`config.mk`:
```
export PLATFORM = sky130hd
export DESIGN_NAME = rob_commit_ctrl
export DESIGN_NICKNAME = d
export VERILOG_FILES = /design/src/rtl/rob_pkg.sv /design/src/rtl/rob_alloc.sv /design/src/rtl/rob_retire.sv /design/src/rtl/rob_walk.sv /design/src/rtl/rob_commit_ctrl.sv
export SDC_FILE = /design/constraint.sdc
export NUM_CORES = 2
export LEC_CHECK = 0
export ABC_AREA = 1
export ABC_CLOCK_PERIOD_IN_PS = 8850
export BUFFER_PORTS_ARGS = -buffer_cell sky130_fd_sc_hd__buf_2
export CORE_AREA = 2 2 365 367
export DETAILED_ROUTE_END_ITERATION = 10
export DIE_AREA = 0 0 367 369
export GPL_TIMING_DRIVEN = 0
export HOLD_SLACK_MARGIN = 0.12
export PLACE_DENSITY_LB_ADDON = 0.05
export SLEW_MARGIN = 30
export SYNTH_ARGS = -nofsm -noshare
export SYNTH_HDL_FRONTEND = slang
export SYNTH_SLANG_ARGS = --single-unit
```
`constraint.sdc`:
```
create_clock -name clk -period 8.85 [get_ports clk]
set_clock_uncertainty 0.05 [all_clocks]
set_input_delay 1.77 -clock clk [delete_from_list [all_inputs] [get_ports clk]]
set_output_delay 1.77 -clock clk [all_outputs]
set_load 0.02 [all_outputs]
```
`src/rtl/rob_pkg.sv`:
```
package rob_pkg;
  typedef enum logic [1:0] {
    ST_IDLE = 2'd0,
    ST_RUN  = 2'd1,
    ST_SQ   = 2'd2
  } rob_state_e;
endpackage

```
`src/rtl/rob_alloc.sv`:
```
module rob_alloc #(
  parameter int IN_W  = 2,
  localparam int OFF_W = $clog2(IN_W + 1)
) (
  input  logic                        clk,
  input  logic                        rst,
  input  logic                        grp_take,
  input  logic [IN_W-1:0]             grp_valid,
  input  logic [IN_W-1:0]             grp_sqd,
  output logic [IN_W-1:0]             lane_we,
  output logic [IN_W-1:0][OFF_W-1:0]  lane_off,
  output logic [OFF_W-1:0]            ins_n
);
  always_comb begin
    logic [OFF_W-1:0] acc;
    acc = '0;
    lane_we = '0;
    for (int l = 0; l < IN_W; l++) begin
      lane_off[l] = acc;
      if (grp_take && grp_valid[l] && !grp_sqd[l]) begin
        lane_we[l] = 1'b1;
        acc = acc + OFF_W'(1);
      end
    end
    ins_n = acc;
  end

  // never more lanes written than a group holds
  p_ins_bound_r2: assert property (@(posedge clk) disable iff (rst)
    (32'(ins_n) <= IN_W) && (32'(ins_n) == $countones(lane_we)));
endmodule

```
`src/rtl/rob_retire.sv`:
```
module rob_retire #(
  parameter int DEPTH = 16,
  parameter int CW    = 2,
  parameter int SEQ_W = 8,
  localparam int IDX_W = $clog2(DEPTH),
  localparam int PTR_W = IDX_W + 1,
  localparam int RN_W  = $clog2(CW + 1)
) (
  input  logic                        clk,
  input  logic                        rst,
  input  logic                        en,
  input  logic [IDX_W-1:0]            head_idx,
  input  logic [PTR_W-1:0]            occ,
  input  logic [DEPTH-1:0]            done_v,
  input  logic [DEPTH-1:0]            sqd_v,
  input  logic [DEPTH-1:0]            req_v,
  input  logic [DEPTH-1:0]            ns_v,
  input  logic [DEPTH-1:0]            br_v,
  input  logic [DEPTH-1:0]            nop_v,
  input  logic [DEPTH-1:0][SEQ_W-1:0] seq_a,
  output logic [RN_W-1:0]             ret_n,
  output logic [RN_W-1:0]             com_n,
  output logic [RN_W-1:0]             sqr_n,
  output logic [RN_W-1:0]             br_n,
  output logic [RN_W-1:0]             nn_n,
  output logic                        last_vld,
  output logic [SEQ_W-1:0]            last_seq,
  output logic                        ns_fire,
  output logic [IDX_W-1:0]            ns_idx
);
  always_comb begin
    logic go;
    logic [IDX_W-1:0] idx;
    go = en;
    ret_n = '0; com_n = '0; sqr_n = '0; br_n = '0; nn_n = '0;
    last_vld = 1'b0; last_seq = '0; ns_fire = 1'b0; ns_idx = '0;
    for (int k = 0; k < CW; k++) begin
      idx = head_idx + IDX_W'(k);
      if (go && (PTR_W'(k) < occ)) begin
        if (sqd_v[idx]) begin
          ret_n = ret_n + RN_W'(1);
          sqr_n = sqr_n + RN_W'(1);
        end else if (done_v[idx]) begin
          ret_n = ret_n + RN_W'(1);
          com_n = com_n + RN_W'(1);
          br_n  = br_n + RN_W'(br_v[idx]);
          nn_n  = nn_n + RN_W'(!nop_v[idx]);
          last_vld = 1'b1;
          last_seq = seq_a[idx];
        end else begin
          if (ns_v[idx] && !req_v[idx]) begin
            ns_fire = 1'b1;
            ns_idx  = idx;
          end
          go = 1'b0;
        end
      end else begin
        go = 1'b0;
      end
    end
  end

  // retirement bounded by width and by occupancy
  p_ret_bound_r4: assert property (@(posedge clk) disable iff (rst)
    (32'(ret_n) <= CW) && (PTR_W'(ret_n) <= occ));
  // commits plus silent retirements make up all retirements
  p_ret_split_r6: assert property (@(posedge clk) disable iff (rst)
    (32'(com_n) + 32'(sqr_n)) == 32'(ret_n));
endmodule

```
`src/rtl/rob_walk.sv`:
```
module rob_walk #(
  parameter int DEPTH = 16,
  parameter int CW    = 2,
  parameter int SEQ_W = 8,
  localparam int IDX_W = $clog2(DEPTH),
  localparam int PTR_W = IDX_W + 1,
  localparam int RN_W  = $clog2(CW + 1)
) (
  input  logic                        clk,
  input  logic                        rst,
  input  logic                        en,
  input  logic [PTR_W-1:0]            wptr,
  input  logic [PTR_W-1:0]            head,
  input  logic [DEPTH-1:0][SEQ_W-1:0] seq_a,
  input  logic [SEQ_W-1:0]            cut_seq,
  output logic [RN_W-1:0]             step_n,
  output logic [SEQ_W-1:0]            next_seq
);
  logic [PTR_W-1:0] span;
  logic [PTR_W-1:0] remain;

  assign span = wptr - head;

  always_comb begin
    logic go;
    logic [PTR_W-1:0] p;
    go = en;
    step_n = '0;
    for (int k = 0; k < CW; k++) begin
      p = wptr - PTR_W'(k + 1);
      if (go && (PTR_W'(k) < span) && (seq_a[p[IDX_W-1:0]] > cut_seq)) begin
        step_n = step_n + RN_W'(1);
      end else begin
        go = 1'b0;
      end
    end
  end

  always_comb begin
    logic [PTR_W-1:0] q;
    remain = wptr - PTR_W'(step_n);
    q = remain - PTR_W'(1);
    next_seq = (remain == head) ? cut_seq : seq_a[q[IDX_W-1:0]];
  end

  // the walk never passes the head
  p_walk_span_r9: assert property (@(posedge clk) disable iff (rst)
    en |-> (PTR_W'(step_n) <= span));
endmodule

```
`src/rtl/rob_commit_ctrl.sv`:
```
module rob_commit_ctrl #(
  parameter int DEPTH = 16,
  parameter int IN_W  = 2,
  parameter int CW    = 2,
  parameter int CMP_W = 2,
  parameter int SEQ_W = 8,
  parameter int PC_W  = 16,
  parameter int CNT_W = 16
) (
  input  logic                              clk,
  input  logic                              rst,
  input  logic [IN_W-1:0]                   ins_valid,
  input  logic [IN_W-1:0]                   ins_squashed,
  input  logic [IN_W-1:0]                   ins_nonspec,
  input  logic [IN_W-1:0]                   ins_branch,
  input  logic [IN_W-1:0]                   ins_nop,
  input  logic [IN_W*SEQ_W-1:0]             ins_seq,
  input  logic [IN_W*PC_W-1:0]              ins_pc,
  output logic                              ins_ready,
  input  logic [CMP_W-1:0]                  cmp_valid,
  input  logic [CMP_W*$clog2(DEPTH)-1:0]    cmp_slot,
  input  logic                              xs_valid,
  input  logic [SEQ_W-1:0]                  xs_seq,
  input  logic                              xs_mispred,
  input  logic                              xs_taken,
  input  logic [PC_W-1:0]                   xs_next_pc,
  input  logic [PC_W-1:0]                   xs_mis_pc,
  output logic [1:0]                        ctl_state,
  output logic [$clog2(DEPTH):0]            free_cnt,
  output logic [SEQ_W-1:0]                  done_seq,
  output logic                              bk_squash,
  output logic                              bk_rob_squashing,
  output logic                              bk_mispred,
  output logic                              bk_taken,
  output logic [PC_W-1:0]                   bk_next_pc,
  output logic [PC_W-1:0]                   bk_mis_pc,
  output logic                              ns_valid,
  output logic [SEQ_W-1:0]                  ns_seq,
  output logic [$clog2(CW+1)-1:0]           commit_num,
  output logic [PC_W-1:0]                   head_pc,
  output logic [CNT_W-1:0]                  cnt_committed,
  output logic [CNT_W-1:0]                  cnt_sq_retired,
  output logic [CNT_W-1:0]                  cnt_branch,
  output logic [CNT_W-1:0]                  cnt_nonnop,
  output logic [CNT_W-1:0]                  cnt_mispred
);
  import rob_pkg::*;

  localparam int IDX_W = $clog2(DEPTH);
  localparam int PTR_W = IDX_W + 1;
  localparam int RN_W  = $clog2(CW + 1);
  localparam int OFF_W = $clog2(IN_W + 1);

  rob_state_e state_q;
  logic [PTR_W-1:0] head_q, tail_q, wptr_q, head_nx, tail_nx, occ;
  logic [SEQ_W-1:0] cut_q;

  // payload storage, written only at insert, no reset
  logic [DEPTH-1:0][SEQ_W-1:0] seq_mem;
  logic [PC_W-1:0]             pc_mem [DEPTH];
  logic [DEPTH-1:0]            br_mem, nop_mem, ns_mem;
  // per-slot status
  logic [DEPTH-1:0]            done_q, sqd_q, req_q;

  logic grp_take, ret_en, walk_en;
  logic [IN_W-1:0]            lane_we;
  logic [IN_W-1:0][OFF_W-1:0] lane_off;
  logic [OFF_W-1:0]           ins_n;
  logic [IDX_W-1:0]           wr_idx [IN_W];

  logic [RN_W-1:0]  ret_n, com_n, sqr_n, br_n, nn_n;
  logic             last_vld, ns_fire;
  logic [SEQ_W-1:0] last_seq;
  logic [IDX_W-1:0] ns_idx;

  logic [RN_W-1:0]  step_n;
  logic [SEQ_W-1:0] walk_seq;
  logic [IDX_W-1:0] mark_idx [CW];

  assign occ       = tail_q - head_q;
  assign ins_ready = (state_q != ST_SQ) && ((PTR_W'(DEPTH) - occ) >= PTR_W'(IN_W));
  assign grp_take  = ins_ready && !xs_valid;
  assign ret_en    = (state_q != ST_SQ) && !xs_valid;
  assign walk_en   = (state_q == ST_SQ);
  assign ctl_state = state_q;
  assign head_pc   = pc_mem[head_q[IDX_W-1:0]];

  rob_alloc #(.IN_W(IN_W)) u_alloc (
    .clk(clk), .rst(rst), .grp_take(grp_take), .grp_valid(ins_valid),
    .grp_sqd(ins_squashed), .lane_we(lane_we), .lane_off(lane_off), .ins_n(ins_n)
  );

  rob_retire #(.DEPTH(DEPTH), .CW(CW), .SEQ_W(SEQ_W)) u_retire (
    .clk(clk), .rst(rst), .en(ret_en), .head_idx(head_q[IDX_W-1:0]), .occ(occ),
    .done_v(done_q), .sqd_v(sqd_q), .req_v(req_q), .ns_v(ns_mem), .br_v(br_mem),
    .nop_v(nop_mem), .seq_a(seq_mem), .ret_n(ret_n), .com_n(com_n), .sqr_n(sqr_n),
    .br_n(br_n), .nn_n(nn_n), .last_vld(last_vld), .last_seq(last_seq),
    .ns_fire(ns_fire), .ns_idx(ns_idx)
  );

  rob_walk #(.DEPTH(DEPTH), .CW(CW), .SEQ_W(SEQ_W)) u_walk (
    .clk(clk), .rst(rst), .en(walk_en), .wptr(wptr_q), .head(head_q),
    .seq_a(seq_mem), .cut_seq(cut_q), .step_n(step_n), .next_seq(walk_seq)
  );

  always_comb begin
    head_nx = head_q + PTR_W'(ret_n);
    tail_nx = tail_q + PTR_W'(ins_n);
    for (int l = 0; l < IN_W; l++) begin
      wr_idx[l] = tail_q[IDX_W-1:0] + IDX_W'(lane_off[l]);
    end
    for (int k = 0; k < CW; k++) begin
      mark_idx[k] = wptr_q[IDX_W-1:0] - IDX_W'(k + 1);
    end
  end

  always_ff @(posedge clk) begin
    for (int l = 0; l < IN_W; l++) begin
      if (lane_we[l]) begin
        seq_mem[wr_idx[l]] <= ins_seq[l*SEQ_W +: SEQ_W];
        pc_mem[wr_idx[l]]  <= ins_pc[l*PC_W +: PC_W];
        br_mem[wr_idx[l]]  <= ins_branch[l];
        nop_mem[wr_idx[l]] <= ins_nop[l];
        ns_mem[wr_idx[l]]  <= ins_nonspec[l];
      end
    end
  end

  always_ff @(posedge clk) begin
    if (rst) begin
      done_q <= '0;
      sqd_q  <= '0;
      req_q  <= '0;
    end else begin
      for (int c = 0; c < CMP_W; c++) begin
        if (cmp_valid[c]) done_q[cmp_slot[c*IDX_W +: IDX_W]] <= 1'b1;
      end
      if (walk_en) begin
        for (int k = 0; k < CW; k++) begin
          if (RN_W'(k) < step_n) sqd_q[mark_idx[k]] <= 1'b1;
        end
      end
      if (ns_fire) req_q[ns_idx] <= 1'b1;
      for (int l = 0; l < IN_W; l++) begin
        if (lane_we[l]) begin
          done_q[wr_idx[l]] <= 1'b0;
          sqd_q[wr_idx[l]]  <= 1'b0;
          req_q[wr_idx[l]]  <= 1'b0;
        end
      end
    end
  end

  always_ff @(posedge clk) begin
    if (rst) begin
      state_q <= ST_IDLE;
      head_q <= '0; tail_q <= '0; wptr_q <= '0; cut_q <= '0;
      free_cnt <= ($clog2(DEPTH)+1)'(DEPTH);
      done_seq <= '0;
      bk_squash <= 1'b0; bk_rob_squashing <= 1'b0;
      bk_mispred <= 1'b0; bk_taken <= 1'b0;
      bk_next_pc <= '0; bk_mis_pc <= '0;
      ns_valid <= 1'b0; ns_seq <= '0; commit_num <= '0;
      cnt_committed <= '0; cnt_sq_retired <= '0; cnt_branch <= '0;
      cnt_nonnop <= '0; cnt_mispred <= '0;
    end else begin
      bk_squash <= 1'b0;
      bk_rob_squashing <= 1'b0;
      ns_valid <= 1'b0;
      commit_num <= com_n;
      head_q <= head_nx;
      tail_q <= tail_nx;
      free_cnt <= PTR_W'(DEPTH) - (tail_nx - head_nx);
      cnt_committed  <= cnt_committed + CNT_W'(com_n);
      cnt_sq_retired <= cnt_sq_retired + CNT_W'(sqr_n);
      cnt_branch     <= cnt_branch + CNT_W'(br_n);
      cnt_nonnop     <= cnt_nonnop + CNT_W'(nn_n);
      if (state_q == ST_SQ) begin
        if (step_n == '0) begin
          state_q <= ST_RUN;
        end else begin
          wptr_q <= wptr_q - PTR_W'(step_n);
          done_seq <= walk_seq;
          bk_rob_squashing <= 1'b1;
        end
      end else if (xs_valid) begin
        state_q <= ST_SQ;
        cut_q <= xs_seq;
        wptr_q <= tail_q;
        done_seq <= xs_seq;
        bk_squash <= 1'b1;
        bk_rob_squashing <= 1'b1;
        bk_mispred <= xs_mispred;
        bk_taken <= xs_taken;
        bk_next_pc <= xs_next_pc;
        bk_mis_pc <= xs_mis_pc;
        if (xs_mispred) cnt_mispred <= cnt_mispred + CNT_W'(1);
      end else begin
        if (last_vld) done_seq <= last_seq;
        if (ns_fire) begin
          ns_valid <= 1'b1;
          ns_seq <= seq_mem[ns_idx];
        end
        if (state_q == ST_IDLE && ins_n != '0) state_q <= ST_RUN;
      end
    end
  end

  // occupancy never exceeds the buffer
  p_occ_bound_r2: assert property (@(posedge clk) disable iff (rst)
    (tail_q - head_q) <= PTR_W'(DEPTH));
  // pointers frozen while walking
  p_sq_freeze_r9: assert property (@(posedge clk) disable iff (rst)
    (state_q == ST_SQ) |=> (tail_q == $past(tail_q)) && (head_q == $past(head_q)));
  // squash request enters the walk and echoes its number
  p_sq_entry_r8: assert property (@(posedge clk) disable iff (rst)
    (state_q != ST_SQ && xs_valid) |=>
      (state_q == ST_SQ) && bk_squash && bk_rob_squashing && (done_seq == $past(xs_seq)));
  // first insert leaves Idle
  p_idle_exit_r10: assert property (@(posedge clk) disable iff (rst)
    (state_q == ST_IDLE && !xs_valid && ins_n != '0) |=> (state_q == ST_RUN));
  // a run request stops commit short of full width
  p_ns_stall_r7: assert property (@(posedge clk) disable iff (rst)
    ns_valid |-> (32'(commit_num) < CW));
endmodule

```
# [Word-level counts from Yosys, hierarchy flattened]
# Memory sizes are Yosys's and may differ from the RTL's. A register that Yosys moved wholly into a read port is not among the register bits.
# Cells that the tools add are included.
[totals] reg_bits=389 ramBits=256 inputBits=113 out_inout_bits=159 word_cells=340 n_memories=1
[op_classes] addsub=27 n_lt_le_gt_ge=28 eq_ne=5 mux=177 n_bitwise=15 reduce_logical=44
[memory_table] name="pc_mem" depth=16 width=16 rd=1 rd_ports_with_merged_regs=1 write_ports=2 line="rob_commit_ctrl.sv:60" text="logic [PC_W-1:0] pc_mem [DEPTH];"
[ops] cell="two-way mux 16 bit" n=27
[ops] cell="bitwise mux 128 bit" n=2
[ops] cell="two-way mux 128 bit" n=2
[ops] cell="binary-select mux 8 bit (select 4 bit)" n=6
[ops] cell="two-way mux 8 bit" n=19
[ops] cell="AND 16 bit" n=6
[ops] cell="bitwise mux 16 bit" n=6
[ops] cell="bitwise OR 16 bit" n=5
[ops] cell="adder 16 x 2 -> 16 bit" n=4
[ops] cell="demux 8 bit (select 4 bit)" n=2
[ops] cell="< comparator 4 x 5 -> 1 bit, second input constant" n=12
[ops] cell="two-way mux 2 bit" n=29
[ops] cell="two-way mux 1 bit" n=53
[ops] cell="binary-select mux 1 bit (select 4 bit)" n=12
[ops] cell="two-way mux 4 bit" n=9
[ops] cell="inverter 16 bit" n=2
[ops] cell="demux 1 bit (select 4 bit)" n=7
[ops] cell=">= comparator 4 x 1 -> 1 bit, second input constant" n=7
[ops] cell="logical AND 1 bit" n=23
[ops] cell="< comparator 1 x 5 -> 1 bit, first input constant" n=4
[ops] cell="adder 16 x 1 -> 16 bit, second input constant" n=1
[ops] cell="greater-than comparator 8 bit" n=2
[ops] cell="two-way mux 5 bit" n=3
[ops] cell="subtractor 5 bit" n=3
[ops] cell="other kinds (24)" n=50

# [Depth between registers and ports, before layout]
[logic_depth] depth_word=24 mapped_depth=37 ltp_nobuf=34

# [Cells and area by module]
# A second synthesis with hierarchy kept.
[hier_totals] hier_cells=6521 hier_area_um2=43122.6
[by_module_without_submodules] mod="rob_commit_ctrl" n_inst=1 cells_each=4544 area_each_um2=33618.5 seq_area_each_um2=15474.8
[by_module_without_submodules] mod="rob_walk" n_inst=1 cells_each=997 area_each_um2=4767.1 seq_area_each_um2=0.0
[by_module_without_submodules] mod="rob_retire" n_inst=1 cells_each=970 area_each_um2=4670.7 seq_area_each_um2=0.0
[by_module_without_submodules] mod="rob_alloc" n_inst=1 cells_each=10 area_each_um2=66.3 seq_area_each_um2=0.0

# [Worst setup path before layout]
# No wires, ideal clock.
[synth_path] path_kind="register -> register" start="reg wptr_q[0]" end="reg done_seq[1]" setup_time_ps=74 t_arrival_ps=6305 required_ps=8726 setup_slack_ps=2421 path_stages_with_launch=36 path_buffers=8 period_less_slack_ps=6429 path_cell_list="dfxtp_1 inv_1 clkbuf_1 clkbuf_1 clkbuf_1 ha_1 clkbuf_1 inv_2 clkbuf_1 clkbuf_1 o21ai_0 o21ai_0 a221oi_1 ha_1 nand2_1 nor2_1 nand2_1 o211ai_1 nand3_1 inv_1 nand3_1 ha_1 ha_1 fa_1 ha_1 clkbuf_1 inv_1 clkbuf_1 a21oi_1 o21ai_0 a21oi_1 a21oi_1 or2_2 a31oi_1 a21oi_1 a31oi_1"
[synth_via] elab_chain_len=16 elab_cells_between_ends=30 cone_classes="add/sub: 6; order compare: 4; eq/ne: 2; mux: 12; reduce/logical: 6"
[synth_lines] element="from (decl)" line="rob_commit_ctrl.sv:55" text="logic [PTR_W-1:0] head_q, tail_q, wptr_q, head_nx, tail_nx, occ;"
[synth_lines] element="from (signal assigned)" line="rob_commit_ctrl.sv:182" text="wptr_q <= wptr_q - PTR_W'(step_n);"
[synth_lines] element="from (signal assigned)" line="rob_commit_ctrl.sv:189" text="wptr_q <= tail_q;"
[synth_lines] element="subtractor 4 x 1 -> 4 bit" line="rob_walk.sv:30" text="p = wptr - PTR_W'(k + 1);"
[synth_lines] element="binary-select mux 8 bit (select 4 bit)" line="rob_walk.sv:31" text="if (go && (PTR_W'(k) < span) && (seq_a[p[IDX_W-1:0]] > cut_seq)) begin"
[synth_lines] element="two-way mux 8 bit (implied by the code)" line="rob_walk.sv:31"
[synth_lines] element="greater-than comparator 8 bit" line="rob_walk.sv:31"
[synth_lines] element="logical AND 1 bit" line="rob_walk.sv:31"
[synth_lines] element="two-way mux 1 bit" line="rob_walk.sv:31"
[synth_lines] element="logical AND 1 bit (2 in series)" line="rob_walk.sv:31"
[synth_lines] element="two-way mux 2 bit" line="rob_walk.sv:31"
[synth_lines] element="subtractor 5 x 2 -> 5 bit" line="rob_walk.sv:41" text="remain = wptr - PTR_W'(step_n);"
[synth_lines] element="subtractor 4 x 1 -> 4 bit" line="rob_walk.sv:42" text="q = remain - PTR_W'(1);"
[synth_lines] element="binary-select mux 8 bit (select 4 bit)" line="rob_walk.sv:43" text="next_seq = (remain == head) ? cut_seq : seq_a[q[IDX_W-1:0]];"
[synth_lines] element="two-way mux 8 bit (implied by the code)" line="rob_walk.sv:43"
[synth_lines] element="two-way mux 8 bit" line="rob_walk.sv:43"
[synth_lines] element="two-way mux 8 bit" line="rob_commit_ctrl.sv:179" text="if (step_n == '0) begin"
[synth_lines] element="two-way mux 8 bit" line="rob_commit_ctrl.sv:178" text="if (state_q == ST_SQ) begin"
[synth_lines] element="to (signal assigned)" line="rob_commit_ctrl.sv:183" text="done_seq <= walk_seq;"
[synth_lines] element="to (signal assigned)" line="rob_commit_ctrl.sv:190" text="done_seq <= xs_seq;"
[synth_lines] element="to (signal assigned)" line="rob_commit_ctrl.sv:199" text="if (last_vld) done_seq <= last_seq;"
[synth_lines] element="to (decl)" line="rob_commit_ctrl.sv:30" text="output logic [SEQ_W-1:0] done_seq,"
# Parallel ways exist; a longest one is shown, timed or not. The select of a mux whose other input is x is not followed.
# A chain may end at the register's enable or synchronous reset.

# [Final worst setup path]
[layout_path] start="reg wptr_q[0]" end="reg done_seq[2]"
# Same word-level chain as after synthesis.

==> flow_summary.ini <==
[outcome]
status = complete, no violations

[floorplan]
die_w_um = 367
core_um2 = 131000
die-area_um2 = 135000
num_rows = 133
io-pin-count = 272
fp.dieH_um = 369
start_util = 0.298

[synthesis]
yosysMostFrequentCell = o21ai_0
synth.area.mux_share = 0.000288
synthTopCellsByCount = o21ai_0 (1093), nand2_1 (1010), a21oi_1 (585)
ys_seq_elements = 645
seq_area_frac_synth = 0.396
async_reset_ff_frac = 0
synth-warning-count = 0
synth_compound_area_frac = 0.276
ys.flop_type = dfxtp_1
yosys.area_share.simple = 0.194
synth_top_area_cell = dfxtp_1
synthAdderAreaFrac = 0.0269
synth_top_family_by_area = compound AO/OA/AOI/OAI gates
syn_area_per_cell_um2 = 6.98
synth_area_um2 = 39100
yosysUniqueCellTypes = 55
synth_top_cell_area_share = 0.199
synthesis.nets = 5795
netlist_instances = 5604
netlist_top_cells_area = dfxtp_1 (20%), edfxtp_1 (20%), o21ai_0 (14%), nand2_1 (9.7%), a21oi_1 (7.5%)
synth_edf_count = 256
synthXorXnorAreaFrac = 0.00579

[detailed_routing]
vias_per_cell = 5.78
wl_mm = 275
drtPass1Iterations = 6
drc = 0
vias = 44900
drt-initial-drc-count = 6068
postRouteAntennaNets = 0
wl_per_cell_um = 35.4

[cells_and_area]
final_cells = 7771
drive_above_1_share = 0.0989
syn2layout_area_growth_pct = 16.7
final_net_count = 6128
largest_register_ffs = 256

[grt]
antenna_found_initial = 22
grt_pass1_vias = 41500
grt_max_degree = 17
grtUsageTotal = 0.392
grt_pass1_wl_mm = 364
gr-total-overflow = 0

[clock_tree]
cts.path.max_buffers = 3
clock_tree.root_cell = clkbuf_16
clock-sinks = 645
hold_buffers = 0
htree_levels = 3
clk_pin_slew_ns = 0.06
worstSkewPairLatency_ns = 0.72
cts_buffers = 81
cts_tree = built

[setup_path]
crit_path_end_kind = flip-flop
critPathSlowestCell = dfxtp_2
path_class = flip-flop to flip-flop
cp_max_fo = 13
cp-start-kind = flip-flop
crit_arrival_ns = 9.35
crit_required_ns = 9.35
max_stage_delay_ns = 0.57

[placed_design]
hpwl_mm = 211
pre_cts_ws_ns = -2.24
io_buffer_count = 245
gp_congestion = 1.03
dp_cells = 7610

[pwr]
ir_worst_vdd_v = 0.000194
power_density_nw_per_um2 = 220
cellLeakagePower_nw = 19.1

[timing]
period_minus_slack_ns = 8.85
fin_crit_sh = 1.00
rsz0062_at_grt = true
hold_viol = 0
setup_viol = 0
fin_tns_setup_ns = 0
max_clock_freq_ghz = 0.113
tightest_slew_ns = 1.19
setup_slack_ns = 0.00323
drv_slew = 0
relSlewSlack = 0.204

[hold_path]
hold_class = flip-flop to flip-flop

[job]
max-cap-violations = 0
cells by family after synthesis:
family / count (synthesis)
and+or+nand+nor: 1839
AOI/OAI and AO/OA: 2008
xor gates and xnor gates: 25
muxes: 1
adders and majority gates: 78
DFF: 645
buffers and inverters: 1008
critical path: cells and delay by family (launching register included):
| family | cells | cell delay (ns) |
|---|---|---|
| buf+inv | 10 | 2.85 |
| compound gates | 9 | 2.05 |
| fa+ha+maj | 5 | 1.72 |
| simple gates | 8 | 1.17 |
| flops | 1 | 0.57 |
| xor+xnor | 1 | 0.25 |
path summary, 6_finish.rpt:
check                           slack [ns]             from  cells past startpoint         endpoint
worst min-delay path                  0.42  cnt_mispred[15]                      1  cnt_mispred[15]
worst max-delay path                 0.003        wptr_q[0]                     33      done_seq[2]
worst min register to register        0.42  cnt_mispred[15]                      1  cnt_mispred[15]
worst max register to register       0.003        wptr_q[0]                     33      done_seq[2]
report_power, final:
part	switching, mW	internal (mW)
sequential	0.429	3.24
clock	1.51	2.07
combinational	2.02	0.786
through the flow:
step / util / power [mW] / hold WS [ns] / instance area [µm²]
final: 0.348 / 10.1 / 0.416 / 45600
after global routing: 0.348 / 10.3 / 0.441 / 45600
after CTS: 0.347 / 9.96 / 0.410 / 45600
after detailed placement: 0.325 / 6.37 / 0.399 / 42700
after global placement: 0.324 / 6.38 / 0.388 / 42500
after floorplan: - / 4.94 / 0.385 / 39100
routing by layer:
| metal | wire, µm | share of wire | vias up | track usage |
|---|---|---|---|---|
| met2 | 121000 | 0.44 | 2461 | 0.610 |
| li1 | - | - | 19800 | - |
| met1 | 109000 | 0.40 | 21900 | 0.485 |
| met3 | 21000 | 0.076 | 694 | 0.0714 |
| met4 | 24200 | 0.088 | 12 | 0.291 |
| met5 | 66 | 0.00024 | - | 0 |
final cells by class:
type | count | area, µm²
Antenna cell | 10 | 25.0
Buffer | 458 | 1970
Clock buffer | 105 | 2280
Clock inverter | 47 | 563
Fill cell | 14500 | 85500
Inverter | 546 | 2050
Multi-Input combinational cell | 3951 | 19800
Sequential cell | 645 | 15500
Tap cell | 1755 | 2200
Timing Repair Buffer | 254 | 1280
what timing repair did:
item                                    in CTS  in global routing
endpoints found under the setup margin      11                  9
gates resized for setup                     24                 15
setup buffers                                0                  3
layout by cell type, fill, tap and decap left out, types with 256 or more instances in the layout:
master / count
buf_2: 322
clkbuf_1: 286
dfxtp_1: 382
a21oi_1: 585
inv_1: 528
nand3_1: 326
edfxtp_1: 256
o21ai_0: 1092
nor2_1: 391
nand2_1: 1007
Note: power is estimated with default switching activity, not from simulation.
